$ cat src/rtl/ddrw_pkg.sv
`timescale 1ns/1ps
package ddrw_pkg;

    localparam int MAX_CLKS = 4;
    localparam int CNT_W    = $clog2(MAX_CLKS);

    typedef enum logic [1:0] {
        PH_IDLE = 2'd0,
        PH_DATA = 2'd1,
        PH_POST = 2'd2
    } phase_e;

    typedef struct packed {
        phase_e             phase;
        logic [CNT_W-1:0]   left;
        logic               pend;
        logic [CNT_W-1:0]   pend_left;
        logic               done;
    } sched_s;

    // data clocks minus one for a burst-length code
    function automatic logic [CNT_W-1:0] bl_to_left(input logic [1:0] code);
        logic [CNT_W-1:0] r;
        case (code)
            2'b00:   r = CNT_W'(0);
            2'b01:   r = CNT_W'(1);
            default: r = CNT_W'(MAX_CLKS - 1);
        endcase
        return r;
    endfunction

endpackage

$ cat src/rtl/ddrw_sched.sv
`timescale 1ns/1ps
module ddrw_sched
    import ddrw_pkg::*;
(
    input  logic       clk,
    input  logic       rst_n,
    input  logic       cmd_valid,
    input  logic [1:0] cmd_bl,
    output logic       load,
    output logic       in_pre,
    output logic       in_data,
    output logic       in_post,
    output logic       done
);

    sched_s st_d, st_q;
    logic   accept;

    always_comb begin
        st_d      = st_q;
        st_d.done = (st_q.phase == PH_DATA) && (st_q.left == '0);

        if (st_q.phase == PH_DATA && st_q.left != '0) begin
            st_d.left = st_q.left - 1'b1;
        end else if (st_q.pend) begin
            st_d.phase = PH_DATA;
            st_d.left  = st_q.pend_left;
        end else if (st_q.phase == PH_DATA) begin
            st_d.phase = PH_POST;
            st_d.left  = '0;
        end else begin
            st_d.phase = PH_IDLE;
            st_d.left  = '0;
        end

        // a new burst may start only once the engine has no data clock left
        accept         = cmd_valid && ((st_d.phase != PH_DATA) || (st_d.left == '0));
        st_d.pend      = accept;
        st_d.pend_left = accept ? bl_to_left(cmd_bl) : '0;
    end

    always_ff @(posedge clk or negedge rst_n) begin
        if (!rst_n) begin
            st_q <= '{phase: PH_IDLE, left: '0, pend: 1'b0, pend_left: '0, done: 1'b0};
        end else begin
            st_q <= st_d;
        end
    end

    assign load    = (st_d.phase == PH_DATA);
    assign in_data = (st_q.phase == PH_DATA);
    assign in_pre  = st_q.pend && (st_q.phase != PH_DATA);
    assign in_post = (st_q.phase == PH_POST);
    assign done    = st_q.done;

    // a waiting burst never overlaps unfinished data clocks
    p_pend_when_free_r9: assert property (@(posedge clk) disable iff (!rst_n)
        st_q.pend |-> ((st_q.phase != PH_DATA) || (st_q.left == '0)));

    // completion is flagged only after a data clock
    p_done_after_data_r10: assert property (@(posedge clk) disable iff (!rst_n)
        st_q.done |-> $past(st_q.phase == PH_DATA));

endmodule

$ cat src/rtl/ddrw_beat_lanes.sv
`timescale 1ns/1ps
module ddrw_beat_lanes #(
    parameter int DW     = 16,
    parameter int LANE_W = 8
) (
    input  logic                 clk,
    input  logic                 rst_n,
    input  logic                 load,
    input  logic [DW-1:0]        rise_in,
    input  logic [DW-1:0]        fall_in,
    input  logic [DW/LANE_W-1:0] mrise_in,
    input  logic [DW/LANE_W-1:0] mfall_in,
    output logic [DW-1:0]        rise_out,
    output logic [DW-1:0]        fall_out,
    output logic [DW/LANE_W-1:0] mrise_out,
    output logic [DW/LANE_W-1:0] mfall_out
);

    localparam int LANES = DW / LANE_W;

    typedef struct packed {
        logic [DW-1:0]    rise;
        logic [DW-1:0]    fall;
        logic [LANES-1:0] mrise;
        logic [LANES-1:0] mfall;
    } beat_s;

    beat_s            bt_d, bt_q;
    logic [DW-1:0]    rise_n, fall_n;
    logic [LANES-1:0] mrise_n, mfall_n;

    for (genvar g = 0; g < LANES; g++) begin : g_lane
        assign rise_n[g*LANE_W +: LANE_W] = load ? rise_in[g*LANE_W +: LANE_W] : '0;
        assign fall_n[g*LANE_W +: LANE_W] = load ? fall_in[g*LANE_W +: LANE_W] : '0;
        assign mrise_n[g]                 = load & mrise_in[g];
        assign mfall_n[g]                 = load & mfall_in[g];
    end

    always_comb begin
        bt_d       = bt_q;
        bt_d.rise  = rise_n;
        bt_d.fall  = fall_n;
        bt_d.mrise = mrise_n;
        bt_d.mfall = mfall_n;
    end

    always_ff @(posedge clk or negedge rst_n) begin
        if (!rst_n) begin
            bt_q <= '0;
        end else begin
            bt_q <= bt_d;
        end
    end

    assign rise_out  = bt_q.rise;
    assign fall_out  = bt_q.fall;
    assign mrise_out = bt_q.mrise;
    assign mfall_out = bt_q.mfall;

    // a word pair is taken only at a requested edge
    p_capture_on_load_r4: assert property (@(posedge clk) disable iff (!rst_n)
        !$past(load) |-> (bt_q.rise == '0 && bt_q.fall == '0));

endmodule

$ cat src/rtl/ddrw_strobe_lanes.sv
`timescale 1ns/1ps
module ddrw_strobe_lanes #(
    parameter int LANES = 2
) (
    input  logic             in_pre,
    input  logic             in_data,
    input  logic             in_post,
    output logic [LANES-1:0] oe,
    output logic [LANES-1:0] half1,
    output logic [LANES-1:0] half2
);

    for (genvar g = 0; g < LANES; g++) begin : g_lane
        assign oe[g]    = in_pre | in_data | in_post;
        assign half1[g] = in_data;
        assign half2[g] = 1'b0;
    end

endmodule

$ cat src/rtl/ddrw_wr_strobe_gen.sv
`timescale 1ns/1ps
module ddrw_wr_strobe_gen #(
    parameter int DW     = 16,
    parameter int LANE_W = 8
) (
    input  logic                 clk,
    input  logic                 rst_n,
    input  logic                 wr_cmd,
    input  logic [1:0]           wr_bl,
    output logic                 data_req,
    input  logic [DW-1:0]        wr_rise,
    input  logic [DW-1:0]        wr_fall,
    input  logic [DW/LANE_W-1:0] wr_mrise,
    input  logic [DW/LANE_W-1:0] wr_mfall,
    output logic                 dq_oe,
    output logic [DW-1:0]        dq_rise,
    output logic [DW-1:0]        dq_fall,
    output logic [DW/LANE_W-1:0] dm_rise,
    output logic [DW/LANE_W-1:0] dm_fall,
    output logic [DW/LANE_W-1:0] dqs_oe,
    output logic [DW/LANE_W-1:0] dqs_h1,
    output logic [DW/LANE_W-1:0] dqs_h2,
    output logic                 wr_done
);

    localparam int LANES = DW / LANE_W;

    logic load, in_pre, in_data, in_post;

    ddrw_sched u_sched (
        .clk       (clk),
        .rst_n     (rst_n),
        .cmd_valid (wr_cmd),
        .cmd_bl    (wr_bl),
        .load      (load),
        .in_pre    (in_pre),
        .in_data   (in_data),
        .in_post   (in_post),
        .done      (wr_done)
    );

    ddrw_beat_lanes #(.DW(DW), .LANE_W(LANE_W)) u_beats (
        .clk       (clk),
        .rst_n     (rst_n),
        .load      (load),
        .rise_in   (wr_rise),
        .fall_in   (wr_fall),
        .mrise_in  (wr_mrise),
        .mfall_in  (wr_mfall),
        .rise_out  (dq_rise),
        .fall_out  (dq_fall),
        .mrise_out (dm_rise),
        .mfall_out (dm_fall)
    );

    ddrw_strobe_lanes #(.LANES(LANES)) u_strobe (
        .in_pre  (in_pre),
        .in_data (in_data),
        .in_post (in_post),
        .oe      (dqs_oe),
        .half1   (dqs_h1),
        .half2   (dqs_h2)
    );

    assign data_req = load;
    assign dq_oe    = in_data;

    // every request is followed by a data clock
    p_req_then_data_r4: assert property (@(posedge clk) disable iff (!rst_n)
        data_req |=> dq_oe);

    // the first data clock of a stream is preceded by a driven strobe
    p_preamble_r2: assert property (@(posedge clk) disable iff (!rst_n)
        $rose(dq_oe) |-> $past(dqs_oe[0]));

    // data clocks toggle the strobe on every lane
    p_strobe_toggles_r3: assert property (@(posedge clk) disable iff (!rst_n)
        dq_oe |-> ((&dqs_oe) && (&dqs_h1) && !(|dqs_h2)));

    // the end of a stream leaves the strobe driven low
    p_postamble_r6: assert property (@(posedge clk) disable iff (!rst_n)
        $fell(dq_oe) |-> (dqs_oe[0] && !dqs_h1[0] && !dqs_h2[0]));

    // done follows a data clock
    p_done_r10: assert property (@(posedge clk) disable iff (!rst_n)
        wr_done |-> $past(dq_oe));

    // floating data carries no value
    p_quiet_r11: assert property (@(posedge clk) disable iff (!rst_n)
        !dq_oe |-> (dq_rise == '0 && dq_fall == '0 && dm_rise == '0 && dm_fall == '0));

endmodule

$ cat config.mk
export PLATFORM = sky130hd
export DESIGN_NAME = ddrw_wr_strobe_gen
export DESIGN_NICKNAME = d
export VERILOG_FILES = /design/src/rtl/ddrw_pkg.sv /design/src/rtl/ddrw_sched.sv /design/src/rtl/ddrw_beat_lanes.sv /design/src/rtl/ddrw_strobe_lanes.sv /design/src/rtl/ddrw_wr_strobe_gen.sv
export SDC_FILE = /design/constraint.sdc
export NUM_CORES = 1
export LEC_CHECK = 0
export BUFFER_PORTS_ARGS = -buffer_cell sky130_fd_sc_hd__buf_2
export CAP_MARGIN = 10
export CORE_ASPECT_RATIO = 0.9
export CORE_MARGIN = 4
export CORE_UTILIZATION = 35
export DETAILED_ROUTE_END_ITERATION = 10
export GPL_TIMING_DRIVEN = 0
export HOLD_SLACK_MARGIN = 0.12
export MAX_ROUTING_LAYER = met4
export PLACE_DENSITY = 0.65
export SETUP_SLACK_MARGIN = 0.02
export SLEW_MARGIN = 40
export SYNTH_ARGS = -nofsm -noshare
export SYNTH_HDL_FRONTEND = slang
export SYNTH_SLANG_ARGS = --single-unit
export TNS_END_PERCENT = 30
$ cat constraint.sdc
create_clock -name clk -period 2.7 [get_ports clk]
set_clock_uncertainty 0.15 [all_clocks]
set_input_delay 0.135 -clock clk [delete_from_list [all_inputs] [get_ports clk]]
set_output_delay 0.135 -clock clk [all_outputs]
set_load 0.005 [all_outputs]
# After elaboration in Yosys (flattened, before gate mapping)

Cells that the tools add are included.

Word-level logic and storage cells: 41
Input bits: 41
Bits in registers: 44
Output and inout bits: 45

Add/subtract/negate cells: 1
Eq/ne operators: 6
Muxes and demuxes: 10
Bitwise gates (word level): 6
Reductions and logical operators: 9

Operator list:

| operator              | count |
|---|---|
| $mux W8               | 4 |
| $mux W4               | 2 |
| $eq A2 B1 Y1 const B  | 3 |
| $logic_not A2 Y1      | 3 |
| $mux W2               | 3 |
| $and A1 B1 Y1         | 4 |
| $logic_and A1 B1 Y1   | 4 |
| $ne A2 B1 Y1 const B  | 2 |
| $pmux W2 S2           | 1 |
| $eq A2 B2 Y1 const B  | 1 |
| $or A1 B1 Y1          | 2 |
| $reduce_bool A2 Y1    | 1 |
| $sub A2 B1 Y2 const B | 1 |
| $logic_or A1 B1 Y1    | 1 |

# Depth between registers and ports, before layout

Depth after elaboration: 8
Gate-level depth with buffers: 7
Depth with buffers taken out: 5

# Hierarchy

From an unflattened synthesis, not the netlist that was laid out.

Cells, all modules: 113
Area, all modules: 1612.8 µm²

Modules (own cells, without submodules):

| module            | area an instance (µm²) | cells an instance | seq. area each (µm²) | times used |
|---|---|---|---|---|
| ddrw_beat_lanes   | 1186.1                 | 75                | 900.9                | 1 |
| ddrw_sched        | 379.1                  | 31                | 200.2                | 1 |
| ddrw_strobe_lanes | 47.5                   | 7                 | 0.0                  | 1 |

# Worst setup path before layout

OpenSTA, ideal clock, no wires.

Path kind: flip-flop to flip-flop
From: register u_sched.st_q[4] (netlist bit)
To: register u_sched.st_q[5] (netlist bit)
Path slack: 1089 ps
Clock period less this slack: 1611 ps
Library setup time: 124 ps
Path buffers: 0
Arrival: 1337 ps
Stages on the path, launching flop included: 6
Data required time: 2426 ps
Cell sequence: dfrtp_1 inv_1 ha_1 or3b_4 and3_4 or2_1

RTL lines:

| what                     | line             | source |
|---|---|---|
| start: declaration       | ddrw_sched.sv:16 | `sched_s st_d, st_q;` |
| start signal: assignment | ddrw_sched.sv:44 | `st_q <= '{phase: PH_IDLE, left: '0, pend: 1'b0, pend_left: '0, done: 1'b0};` |
| start signal: assignment | ddrw_sched.sv:46 | `st_q <= st_d;` |

==> metrics <==
status complete, no violations; Syn Inst Count 113; Worst EP arrival 2260 ps; Synth Register Bits 44; nets@finish 288; Final Hold Viols 0; Clock Tree Buf Depth 2; synth warn 0; die area 5656 um2; CTS Hold Bufs 42; Post-CTS Resized 0; Max Fclk 445.9 MHz; largest net degree at the start of global routing 45; xor/xnor cell area share of the yosys netlist 0%; Post-Syn Area per Cell 13.98 um2; Post-Route WL 3511 um; final setup vio count 0; Worst VDD drop 484.8 uV; Synth Area in Adders 0.7918%; routed len/inst 11.47 um; H-Tree Depth 2; Fillers 351; routed vias 1228; Critical Path Source u_sched.st_q[4]; min Tclk post-route 2243 ps; Top Usage Layer GRT met2; Congestion Overflow GR 0; number of I/O pins 86; initial antenna violation count 0; total CTS buffers 5; 1st-iter DRT viols 59; largest family of logic cells by synthesized area simple AND/OR/NAND/NOR gates; via/cell ratio 4.013; antenna-violating nets left 0; commonest non-fill, non-tap cell in the layout buf_2; CP Launch Type register; max-slew violations 0; clock root cell clkbuf_8; leakage power 1.377 nW; DRT Pass-1 Iters 3; CTS tree built; worst-margin pin slew 521.6 ps; Initial Util 37.52%; CP Capture Type register; layout cells sized above 1 41.46%; worst skew pair latency 280 ps; simple-gate share of the synthesized area 22.80%; Multi-input gate area 392.9 um2; post-synthesis mux area share 0%; M2 GR Usage 23.09%; Reg clk slew, reported paths 70 ps; Critical Path RT 2720 ps; Cell variety after synth 23; sequential fraction of the synthesis area 69.68%; first-pass GRT wire length 5775 um; clk sinks 44; diode count 0; Die Width 78.83 um; power density cells 854.5 nW/um2; critical path class reg -> reg; Slew HR 65.23%; commonest cells after routing, fill and taps aside buf_2, dfrtp_1, dlygate4sd3_1; Port-buffer cells 83; max-cap violations 0; GP Congestion 0.7624; number of global-route vias before repair 1272; post-layout util 61.14%; residual DRC count 0; GRT Total Usage 13.82%; Synth Area in Compound Gates 0.7918%; Fin Setup TNS 0 ps; HP Class in -> async; Layout area overhead 62.95%; met3 Usage GRT 4.899%; Storage cell area 1101 um2; area of the core region 4212 um2; crit share post-route 83.06%; Rows 22; die height 71.75 um; critical path fanouts, max 4; worst flop-to-flop path startpoint u_sched.st_q[4]; DPL Wire Length 2196 um; post-CTS setup buffer count 0; Post-Syn Area 1580 um2; RSZ-0062 raised after global routing false; M1 GR Usage 15.04%
==> layer usage <==
metal  wire, um  vias to the layer above
li1           -                      605
met1       1388                      557
met4         65                        0
met2       1756                       58
met3        300                        8
met5          0                        -
==> critical path, cell delays in order (launching register included) <==
cell and delay (ps):
dfrtp_1 350, inv_1 50, ha_1 220, or4b_1 490
o211ai_1 230, nor4b_2 80, dlygate4sd3_1 560
==> kinds of logic after synthesis <==
group | after synthesis
and+or+nand+nor | 54
DFF | 44
buffers and inverters | 11
AOI/OAI and AO/OA | 2
adders and majority gates | 1
other | 1
==> Yosys cell counts <==
master	number	area, um2
dfrtp_1	44	1101
nor3_1	1	5.000
buf_6	4	45.04
o211ai_1	1	7.510
and3_4	1	11.26
nor2_1	2	7.510
nor4b_2	1	15.01
and2_1	37	231.5
conb_1	1	3.750
ha_1	1	12.51
nor3b_1	1	7.510
and2b_1	1	7.510
inv_1	2	7.510
or3b_4	1	11.26
nand2b_1	2	12.51
nor4_2	1	12.51
buf_4	5	37.54
nand2_1	1	3.750
or4b_1	1	10.01
or2_1	1	6.260
or3_1	1	6.260
nor2b_1	2	12.51
o21ai_0	1	5.000
==> state kept, by name, indices dropped and copies added (netlist names) <==
| register | cells |
|---|---|
| u_beats.fall_out | 16 |
| u_beats.rise_out | 16 |
| u_sched.st_q | 7 |
| u_beats.mfall_out | 2 |
| u_beats.mrise_out | 2 |
| u_sched.done | 1 |
==> power breakdown <==
| part | switching, mW | internal, mW |
|---|---|---|
| sequential | 0.0717 | 0.894 |
| clock | 0.195 | 0.176 |
| combinational | 0.360 | 0.503 |
==> worst paths after layout <==
kind / end / slack [ps] / cells past startpoint
setup / recovery: u_sched.st_q[2] / 460 / 6
hold / removal: u_beats.fall_out[8] / 230 / 2
setup reg to reg: u_sched.st_q[2] / 460 / 6
hold reg to reg: u_sched.st_q[7] / 380 / 1
max in group asynchronous: u_beats.rise_out[1] / 1810 / 2
min in group clk: u_sched.st_q[7] / 380 / 1
==> metrics by stage <==
stage	worst slack [ps]	power, mW	instance area [um2]	cells	hold slack [ps]
detailed placement	977.6	1.802	2077	257	4.320
global placement	991.7	1.792	2074	257	180.9
finish	457.3	2.200	2575	306	234.2
floorplan	1089	1.431	1584	114	-310.6
CTS	441.1	2.240	2575	306	238.1
global route	362.8	2.373	2575	306	287.0
==> cell type report <==
cell class / count / share of cell area, %
Sequential cell: 44 / 42.76
Timing Repair Buffer: 125 / 32.56
Multi-Input combinational cell: 59 / 15.26
Buffer: 9 / 3.207
Tap cell: 60 / 2.915
Clock buffer: 6 / 2.818
Inverter: 2 / 0.2915
Clock inverter: 1 / 0.1944
Power figures use the tool's default switching activity.
